===== src/rtl/krg_pkg.sv =====
// Package: shared types and time-table helpers for the key-combination
// reset generator. Assumes codes are 8 bits and 0 means "slot unused".
package krg_pkg;

    localparam int EV_W = 8;

    // Channel sequencing states
    typedef enum logic [1:0] {
        ST_IDLE = 2'd0,   // waiting for the full combination
        ST_QUAL = 2'd1,   // combination held, hold timer running
        ST_FIRE = 2'd2,   // reset pulse being driven
        ST_LOCK = 2'd3    // waiting for the combination to be released
    } chan_state_t;

    // Hold-time code to tick count (code 0 = no qualification)
    function automatic int hold_ticks(input int code, input int step);
        return code * step;
    endfunction

    // Pulse-width code to tick count
    function automatic int pulse_ticks(input int code, input int step);
        return (code + 1) * step;
    endfunction

endpackage


===== src/rtl/krg_tick_timer.sv =====
// Module: tick timer. A prescaler divides the clock by TICK_DIV and a tick
// counter climbs to `limit`, then stops there and holds `done` high.
// Assumes `limit` stays stable while the timer runs; `clr` restarts it.
module krg_tick_timer #(
    parameter int TICK_DIV = 4,
    parameter int CNT_W    = 8
) (
    input  logic             clk,
    input  logic             rst_n,
    input  logic             clr,
    input  logic [CNT_W-1:0] limit,
    output logic             done
);
    localparam int PRE_W = (TICK_DIV > 1) ? $clog2(TICK_DIV) : 1;
    localparam logic [PRE_W-1:0] PRE_LAST = PRE_W'(TICK_DIV - 1);

    logic [PRE_W-1:0] pre_q;
    logic [CNT_W-1:0] cnt_q;

    // Advance the prescaler and count ticks until the limit is reached
    always_ff @(posedge clk) begin
        if (!rst_n || clr) begin
            pre_q <= '0;
            cnt_q <= '0;
        end else if (cnt_q != limit) begin
            if (pre_q == PRE_LAST) begin
                pre_q <= '0;
                cnt_q <= cnt_q + 1'b1;
            end else begin
                pre_q <= pre_q + 1'b1;
            end
        end
    end

    // Limit reached
    assign done = (cnt_q == limit);

endmodule


===== src/rtl/krg_combo_match.sv =====
// Module: combination matcher. Each slot keeps a held flag for its code,
// set by a key-down event and cleared by a key-up event. `combo` is high
// when every used slot is held and at least one slot is used.
// Assumes slot codes stay stable between resets.
module krg_combo_match #(
    parameter int NSLOT = 3,
    parameter int EV_W  = 8
) (
    input  logic                       clk,
    input  logic                       rst_n,
    input  logic                       ev_valid,
    input  logic [EV_W-1:0]            ev_code,
    input  logic                       ev_press,
    input  logic [NSLOT-1:0][EV_W-1:0] slot_code,
    output logic                       combo
);
    logic [NSLOT-1:0] used;
    logic [NSLOT-1:0] held_q;

    for (genvar s = 0; s < NSLOT; s++) begin : g_slot
        // A slot takes part only when its code is nonzero
        assign used[s] = (slot_code[s] != '0);

        // Track whether this slot's key is currently down
        always_ff @(posedge clk) begin
            if (!rst_n || !used[s]) begin
                held_q[s] <= 1'b0;
            end else if (ev_valid && ev_code == slot_code[s]) begin
                held_q[s] <= ev_press;
            end
        end
    end

    // All used slots held, and at least one used
    assign combo = (&(held_q | ~used)) && (|used);

endmodule


===== src/rtl/krg_channel.sv =====
// Module: one reset channel. It qualifies the matched combination over the
// hold time, fires a pulse of the chosen width, then locks until the
// combination is released. Assumes hold/width limits are stable while running.
module krg_channel
    import krg_pkg::*;
#(
    parameter int NSLOT    = 3,
    parameter int TICK_DIV = 4,
    parameter int CNT_W    = 8
) (
    input  logic                       clk,
    input  logic                       rst_n,
    input  logic                       ev_valid,
    input  logic [EV_W-1:0]            ev_code,
    input  logic                       ev_press,
    input  logic [NSLOT-1:0][EV_W-1:0] slot_code,
    input  logic [CNT_W-1:0]           hold_limit,
    input  logic [CNT_W-1:0]           pulse_limit,
    output logic                       pulse,
    output logic                       combo,
    output logic                       locked
);
    chan_state_t st_q;
    logic        hold_done;
    logic        pulse_done;
    logic        hold_clr;
    logic        pulse_clr;

    krg_combo_match #(
        .NSLOT (NSLOT),
        .EV_W  (EV_W)
    ) u_match (
        .clk       (clk),
        .rst_n     (rst_n),
        .ev_valid  (ev_valid),
        .ev_code   (ev_code),
        .ev_press  (ev_press),
        .slot_code (slot_code),
        .combo     (combo)
    );

    // Timers run only in their own state
    assign hold_clr  = (st_q != ST_QUAL);
    assign pulse_clr = (st_q != ST_FIRE);

    krg_tick_timer #(
        .TICK_DIV (TICK_DIV),
        .CNT_W    (CNT_W)
    ) u_hold (
        .clk   (clk),
        .rst_n (rst_n),
        .clr   (hold_clr),
        .limit (hold_limit),
        .done  (hold_done)
    );

    krg_tick_timer #(
        .TICK_DIV (TICK_DIV),
        .CNT_W    (CNT_W)
    ) u_width (
        .clk   (clk),
        .rst_n (rst_n),
        .clr   (pulse_clr),
        .limit (pulse_limit),
        .done  (pulse_done)
    );

    // Channel sequencing: idle -> qualify -> fire -> lock -> idle
    always_ff @(posedge clk) begin
        if (!rst_n) begin
            st_q <= ST_IDLE;
        end else begin
            unique case (st_q)
                ST_IDLE: if (combo) st_q <= ST_QUAL;
                ST_QUAL: begin
                    if (!combo)         st_q <= ST_IDLE;
                    else if (hold_done) st_q <= ST_FIRE;
                end
                ST_FIRE: if (pulse_done) st_q <= ST_LOCK;
                ST_LOCK: if (!combo) st_q <= ST_IDLE;
                default: st_q <= ST_IDLE;
            endcase
        end
    end

    // State decodes
    assign pulse  = (st_q == ST_FIRE);
    assign locked = (st_q == ST_LOCK);

endmodule


===== src/rtl/key_combo_reset_gen.sv =====
// Module: key-combination reset generator, top level. Two channels watch a
// shared key-event stream. Channel 1 has three slots and may pass an
// external reset through. Channel 2 has two slots. Outputs are active low.
// Assumes configuration inputs change only while rst_n is asserted.
module key_combo_reset_gen
    import krg_pkg::*;
#(
    parameter int TICK_DIV   = 4,
    parameter int HOLD_STEP  = 2,
    parameter int PULSE_STEP = 2,
    parameter int CNT_W      = 8
) (
    input  logic            clk,
    input  logic            rst_n,
    input  logic            ev_valid,
    input  logic [EV_W-1:0] ev_code,
    input  logic            ev_press,
    input  logic [EV_W-1:0] ch1_code_a,
    input  logic [EV_W-1:0] ch1_code_b,
    input  logic [EV_W-1:0] ch1_code_c,
    input  logic [EV_W-1:0] ch2_code_a,
    input  logic [EV_W-1:0] ch2_code_b,
    input  logic [2:0]      hold_sel,
    input  logic [1:0]      width_sel,
    input  logic            pass_en,
    input  logic            ext_rst_n,
    output logic            rst1_n,
    output logic            rst2_n
);
    localparam int NSLOT1 = 3;
    localparam int NSLOT2 = 2;

    logic [CNT_W-1:0] hold_limit;
    logic [CNT_W-1:0] pulse_limit;
    logic [NSLOT1-1:0][EV_W-1:0] slots1;
    logic [NSLOT2-1:0][EV_W-1:0] slots2;
    logic c1_pulse, c1_combo, c1_lock;
    logic c2_pulse, c2_combo, c2_lock;

    // Translate the time codes into tick counts
    assign hold_limit  = CNT_W'(hold_ticks(int'(hold_sel), HOLD_STEP));
    assign pulse_limit = CNT_W'(pulse_ticks(int'(width_sel), PULSE_STEP));

    // Gather slot codes per channel
    assign slots1 = {ch1_code_c, ch1_code_b, ch1_code_a};
    assign slots2 = {ch2_code_b, ch2_code_a};

    krg_channel #(
        .NSLOT    (NSLOT1),
        .TICK_DIV (TICK_DIV),
        .CNT_W    (CNT_W)
    ) u_ch1 (
        .clk         (clk),
        .rst_n       (rst_n),
        .ev_valid    (ev_valid),
        .ev_code     (ev_code),
        .ev_press    (ev_press),
        .slot_code   (slots1),
        .hold_limit  (hold_limit),
        .pulse_limit (pulse_limit),
        .pulse       (c1_pulse),
        .combo       (c1_combo),
        .locked      (c1_lock)
    );

    krg_channel #(
        .NSLOT    (NSLOT2),
        .TICK_DIV (TICK_DIV),
        .CNT_W    (CNT_W)
    ) u_ch2 (
        .clk         (clk),
        .rst_n       (rst_n),
        .ev_valid    (ev_valid),
        .ev_code     (ev_code),
        .ev_press    (ev_press),
        .slot_code   (slots2),
        .hold_limit  (hold_limit),
        .pulse_limit (pulse_limit),
        .pulse       (c2_pulse),
        .combo       (c2_combo),
        .locked      (c2_lock)
    );

    // Active-low outputs; channel 1 also ORs in the external reset
    assign rst1_n = !(c1_pulse || (pass_en && !ext_rst_n));
    assign rst2_n = !c2_pulse;

endmodule


===== config.mk =====
export PLATFORM = sky130hd
export DESIGN_NAME = key_combo_reset_gen
export DESIGN_NICKNAME = d
export VERILOG_FILES = /design/src/rtl/krg_pkg.sv /design/src/rtl/krg_tick_timer.sv /design/src/rtl/krg_combo_match.sv /design/src/rtl/krg_channel.sv /design/src/rtl/key_combo_reset_gen.sv
export SDC_FILE = /design/constraint.sdc
export NUM_CORES = 1
export LEC_CHECK = 0
export BUFFER_PORTS_ARGS = -buffer_cell sky130_fd_sc_hd__buf_4
export CAP_MARGIN = 20
export CORE_MARGIN = 1.5
export CORE_UTILIZATION = 50
export CTS_BUF_LIST = sky130_fd_sc_hd__clkbuf_16
export CTS_CLUSTER_SIZE = 20
export DETAILED_ROUTE_END_ITERATION = 10
export HOLD_SLACK_MARGIN = 0.08
export PLACE_DENSITY_LB_ADDON = 0.05
export SYNTH_ARGS = -nofsm -noshare
export SYNTH_HDL_FRONTEND = slang
export SYNTH_SLANG_ARGS = --single-unit

===== constraint.sdc =====
create_clock -name clk -period 1.2 [get_ports clk]
set_input_delay 0 -clock clk [delete_from_list [all_inputs] [get_ports clk]]
set_output_delay 0 -clock clk [all_outputs]
set_load 0.01 [all_outputs]

==> results of run 1 <==
## registers in the layout (all words and copies together) (netlist names), named ones only
register	cells
u_ch1.u_width.pre_q	2
u_ch1.u_hold.cnt_q	8
u_ch2.u_width.cnt_q	8
u_ch2.u_match.held_q	2
u_ch1.st_q	1
u_ch2.u_width.pre_q	2
u_ch1.u_match.held_q	3
u_ch1.u_hold.pre_q	2
u_ch2.st_q	1
u_ch2.u_hold.cnt_q	8
u_ch1.u_width.cnt_q	8
u_ch2.u_hold.pre_q	2
## kinds of logic after synthesis
family	after synthesis	share of synthesized area [%]
simple gates	131	25.24
compound gates	37	8.513
mux	14	4.744
flops	49	33.21
xor+xnor	77	22.83
buf+inv	13	1.652
fa+ha+maj	9	3.812
## where the power goes
part	internal (mW)	total [mW]	switching (mW)
combinational	0.347	0.627	0.280
sequential	1.61	1.62	0.000311
clock	1.20	1.88	0.677
## synth_stat cells (all sizes together) (3+ instances only)
cell    count  area share, %
dfxtp      49             33
or4         6            2.0
clkbuf     10            1.3
ha          9            3.8
a21oi      11            1.9
xor2       58             17
and4        6            1.8
nand3       7            1.2
nand4      13            2.8
inv         3           0.38
o211ai      5            1.3
or3         7            1.7
nor2       48            6.9
xnor2      19            5.6
nor4        9            2.8
and3        6            1.3
nor3       14            2.5
a211oi      3           0.76
o21ai      11            1.9
mux2i      14            4.7
nand2      11            1.4
## routing by layer
metal / up-vias / wire length [µm] / share of wire, % / GRT usage (%)
met4: 0 / 371 / 3.5 / 7.759
met2: 147 / 5572 / 53 / 54.07
met3: 41 / 587 / 5.6 / 5.371
met5: - / 0 / 0 / 0
met1: 1558 / 4010 / 38 / 29.31
li1: 1496 / - / - / -
## final timing paths
kind                            slack [ns]                      end  depth (start not counted)
worst max-delay path                 -0.26   u_ch1.u_width.cnt_q[1]                          5
worst min-delay path                  0.15  u_ch2.u_match.held_q[1]                          3
worst max register to register       -0.26   u_ch1.u_width.cnt_q[1]                          5
worst min register to register        0.50   u_ch1.u_width.cnt_q[7]                          2
## layout make-up
cell class | instances | share of cell area [%]
flip-flops and latches | 49 | 20.25
well taps | 72 | 1.778
clock buffers | 5 | 2.469
multi-input cells | 268 | 47.56
repair buffers | 169 | 26.37
inverters | 3 | 0.2222
clock inverters | 3 | 1.358
## worst max-delay path, stage by stage, from the launching register on
cell and delay (ns):
dfxtp_4 0.38, xor2_2 0.20, nand3_4 0.16, o21ai_4 0.23, mux2i_1 0.26, nor2_1 0.10
## timing repair
item,4_1_cts,5_1_grt
gates resized for setup,68,56
pin swaps,59,57
setup endpoints to repair,38,42
hold endpoints to repair,6,0
hold buffers,3,0
buffers inserted,5,6
==> flow_summary.ini, run 1 <==
[cells_and_area]
antennaDiodeCount = 0
num-fill-cells = 241
finalInstanceArea_um2 = 5067
finalNonFillerCells = 569
layout_commonest_cell = buf_4
layout_common_cells = buf_4, xor2_1, nor2_1
register_area_um2 = 1026
nNetsFinal = 564
multi_input_comb_area_um2 = 2410
drive_above_1_share_pct = 58.95
area_growth_pct = 71.54
post-route-util_pct = 90.36

[pwr]
vdd_drop_max_uv = 592.5
leakagePower_nw = 2.101
powerDensity_nw_per_um2 = 813.6
p_total_mw = 4.123

[route]
drc = 0
first_pass_iters = 4
drt_iter0_drc = 139
wl_per_cell_um = 18.53
ant_nets = 0
vias = 3242
vias_per_cell = 5.698
drt-total-wl_mm = 10.54

[sta]
rsz0062_at_grt = true
skew_ns = 0.01094
finalHoldViolations = 0
min_period_ns = 1.459
slew_viol_final = 0
whs_ns = 0.1462
setup_viol = 39
fin_setup_tns_ns = -3.507
max_slew_margin_pct = 71.57
period_share_pct = 121.6
worst_slew_pin_slew_ns = 0.4226
fin_ws_ns = -0.2595
max_freq_ghz = 0.6852

[logic_synthesis]
syn_inst = 330
syn_avg_cell_area_um2 = 8.952
ys.flop_type = dfxtp_1
synth.distinct_cells = 39
synth-edff-count = 0
yosys_warnings = 0
syn-num-nets = 398
syn-cell-area_um2 = 2954
synth_seq_cells = 49
ys_seq_area_share_pct = 33.21
synthArstFlopShare_pct = 0

[clock_network]
cts_htree_levels = 2
clkTransAtPathRegs_ns = 0.08
cts_tree = yes
cts_buffer_depth = 2
cts_sinks = 49
insertion_delay_ns = 0.30
root_buffer = clkbuf_16
numCtsBuffers = 5

[placed_design]
dp_hpwl_mm = 5.848
numPortBuffers = 60
postPlaceCellArea_um2 = 4259
gp_congestion = 0.7955
pre_cts_ws_ns = -0.2379
placed_cells = 547

[worst_setup_path]
crit_start = u_ch1.u_width.cnt_q[1]
reg2reg_from = u_ch1.u_width.cnt_q[1]
crit_required_ns = 1.38
worstSetupStartpointType = flip-flop
crit_path_end_kind = flip-flop
cp_max_fo = 5
worst_ep_arrival_time_ns = 1.64
crit_type = flip-flop to flip-flop

[die]
pin_count = 61
start_util_pct = 52.68
rows = 27
core_area_um2 = 5608
chipWidth_um = 79.87
dieArea_um2 = 6378
dieHeight_um = 79.87

[global_routing]
grt_max_degree = 17
gr-total-overflow = 0
grt_pass1_vias = 3138
grt_antenna_before_repair = 0
grt_pass1_wl_mm = 13.84
track_usage_pct = 27.53

[min_path]
hold_class = primary input to flip-flop
hp-start = ch2_code_b[2]

[status]
violations = negative setup slack
status = complete, but fails checks

[run]
max_cap_violations = 0
Note: power is estimated with default switching activity, not from simulation.
==> inputs of run 2 (changes only) <==
--- a/config.mk
+++ b/config.mk
@@ -13,4 +13,5 @@
 export CTS_CLUSTER_SIZE = 20
 export DETAILED_ROUTE_END_ITERATION = 10
+export GPL_TIMING_DRIVEN = 1
 export HOLD_SLACK_MARGIN = 0.08
 export PLACE_DENSITY_LB_ADDON = 0.05
==> constraint.sdc (replaced) <==
create_clock -name clk -period 1.2 [get_ports clk]
set_input_delay 0 -clock clk [delete_from_list [all_inputs] [get_ports clk]]
set_output_delay 0 -clock clk [all_outputs]
set_load 0.005 [all_outputs]
==> flow_summary.ini, run 2 (same netlist as run 1, synthesis figures left out) <==
[status]
status = complete, but fails checks
violations = negative setup slack

[sta]
finalHoldViolations = 0
worst_slew_pin_slew_ns = 0.3699
whs_ns = 0.09706
period_share_pct = 117.3
fin_ws_ns = -0.2075
max_slew_margin_pct = 75.13
setup_viol = 35
slew_viol_final = 0
max_freq_ghz = 0.7105
rsz0062_at_grt = true
skew_ns = 0.008131
min_period_ns = 1.408

[cells_and_area]
layout_commonest_cell = buf_4
post-route-util_pct = 90.32
antennaDiodeCount = 0
layout_common_cells = buf_4, xor2_1, nor2_1
nNetsFinal = 564
num-fill-cells = 235
drive_above_1_share_pct = 58.75
area_growth_pct = 71.45

[route]
drt_iter0_drc = 113
first_pass_iters = 4
wl_per_cell_um = 17.25
drc = 0
vias_per_cell = 5.457
vias = 3105
drt-total-wl_mm = 9.814
ant_nets = 0

[clock_network]
numCtsBuffers = 5
cts_buffer_depth = 2
cts_htree_levels = 2
insertion_delay_ns = 0.30
cts_sinks = 49
cts_tree = yes
clkTransAtPathRegs_ns = 0.08
root_buffer = clkbuf_16

[pwr]
leakagePower_nw = 2.101
powerDensity_nw_per_um2 = 814.4
vdd_drop_max_uv = 651.2

[die]
chipWidth_um = 79.87
dieHeight_um = 79.87
pin_count = 61
rows = 27
core_area_um2 = 5608
dieArea_um2 = 6378
start_util_pct = 52.68

[worst_setup_path]
crit_type = flip-flop to flip-flop
critPathMaxStageDelay_ns = 0.38
worst-path-buf-inv = 0
cp_cell_sequence = xor2_2, nand3_4, o211ai_1, xor2_1, nor2_1
crit_required_ns = 1.39
worst_path_max_delay_cell = dfxtp_4
critPathTopFamily = XOR/XNOR gates
crit_path_end_kind = flip-flop
worstSetupStartpointType = flip-flop
cp_max_fo = 5
worst_ep_arrival_time_ns = 1.59

[placed_design]
dp_hpwl_mm = 5.848
numPortBuffers = 60
gp_congestion = 0.7955

[global_routing]
grt_max_degree = 17
grt.busiest_layer = met2
grt_pass1_wl_mm = 13.84
grt_antenna_before_repair = 0
met1_usage_pct = 29.31
gr-total-overflow = 0
track_usage_pct = 27.53
grt_use_met2_pct = 54.07
grt_pass1_vias = 3138
met3_usage_pct = 5.371

[run]
max_cap_violations = 0

[min_path]
hold_class = primary input to flip-flop
-- run 2: cell counts in the layout (fill, tap and decap cells not counted) --
Identical to the previous run, type by type.
-- run 2: path summary, 6_finish.rpt --
kind | from | endpoint | slack (ns) | depth (start not counted)
max | u_ch1.u_width.cnt_q[1] | u_ch1.u_width.cnt_q[2] | -0.21 | 5
min | ch2_code_b[2] | u_ch2.u_match.held_q[1] | 0.1 | 3
max reg2reg | u_ch1.u_width.cnt_q[1] | u_ch1.u_width.cnt_q[2] | -0.21 | 5
min reg2reg | u_ch1.u_width.pre_q[0] | u_ch1.u_width.pre_q[0] | 0.49 | 2
-- run 2: what timing repair did --
item,4_1_cts,5_1_grt
resized for setup,68,55
endpoints found under the hold margin,6,0
hold buffers,3,0
pin swaps,59,57
setup endpoints to repair,38,42
setup buffers,5,6
-- run 2: final cells by class --
class	count	area, µm²	area share (%)
clock inverter	3	68.82	1.359
sequential	49	1026	20.26
tap	72	90.09	1.779
inverter	3	11.26	0.2223
clock buffer	5	125.1	2.470
multi-input combinational	268	2407	47.53
timing repair buffer	169	1336	26.38
-- run 2: stage by stage --
step                      setup slack, ns  TNS (ns)  power [mW]  cells  cell area, µm²
after floorplan                  -0.05363   -0.2927       1.873    330            3043
after global placement            -0.2005    -3.404       2.195    547            4259
after detailed placement          -0.2379    -4.536       2.211    547            4259
after CTS                        -0.08925    -1.031       4.060    563            4793
after global routing              -0.2634    -4.715       4.211    569            5065
final                             -0.2075    -2.411       4.125    569            5065
-- run 2: where the power goes --
group          internal (mW)  switching (mW)  total, mW
registers               1.61        0.000299       1.62
logic                  0.347           0.272      0.619
clock network           1.20           0.687       1.89
-- run 2: per-layer routing --
metal	up-vias	share of wire (%)
met1	1475	39
met5	-	0
met4	0	2.4
li1	1497	-
met2	110	54
met3	23	4.6
-- run 2: worst register-to-register path, stage by stage (launching register included) --
cell and delay (ns):
dfxtp_4 0.38, xor2_2 0.18, nand3_4 0.15, o211ai_1 0.28
xor2_1 0.23, nor2_1 0.07
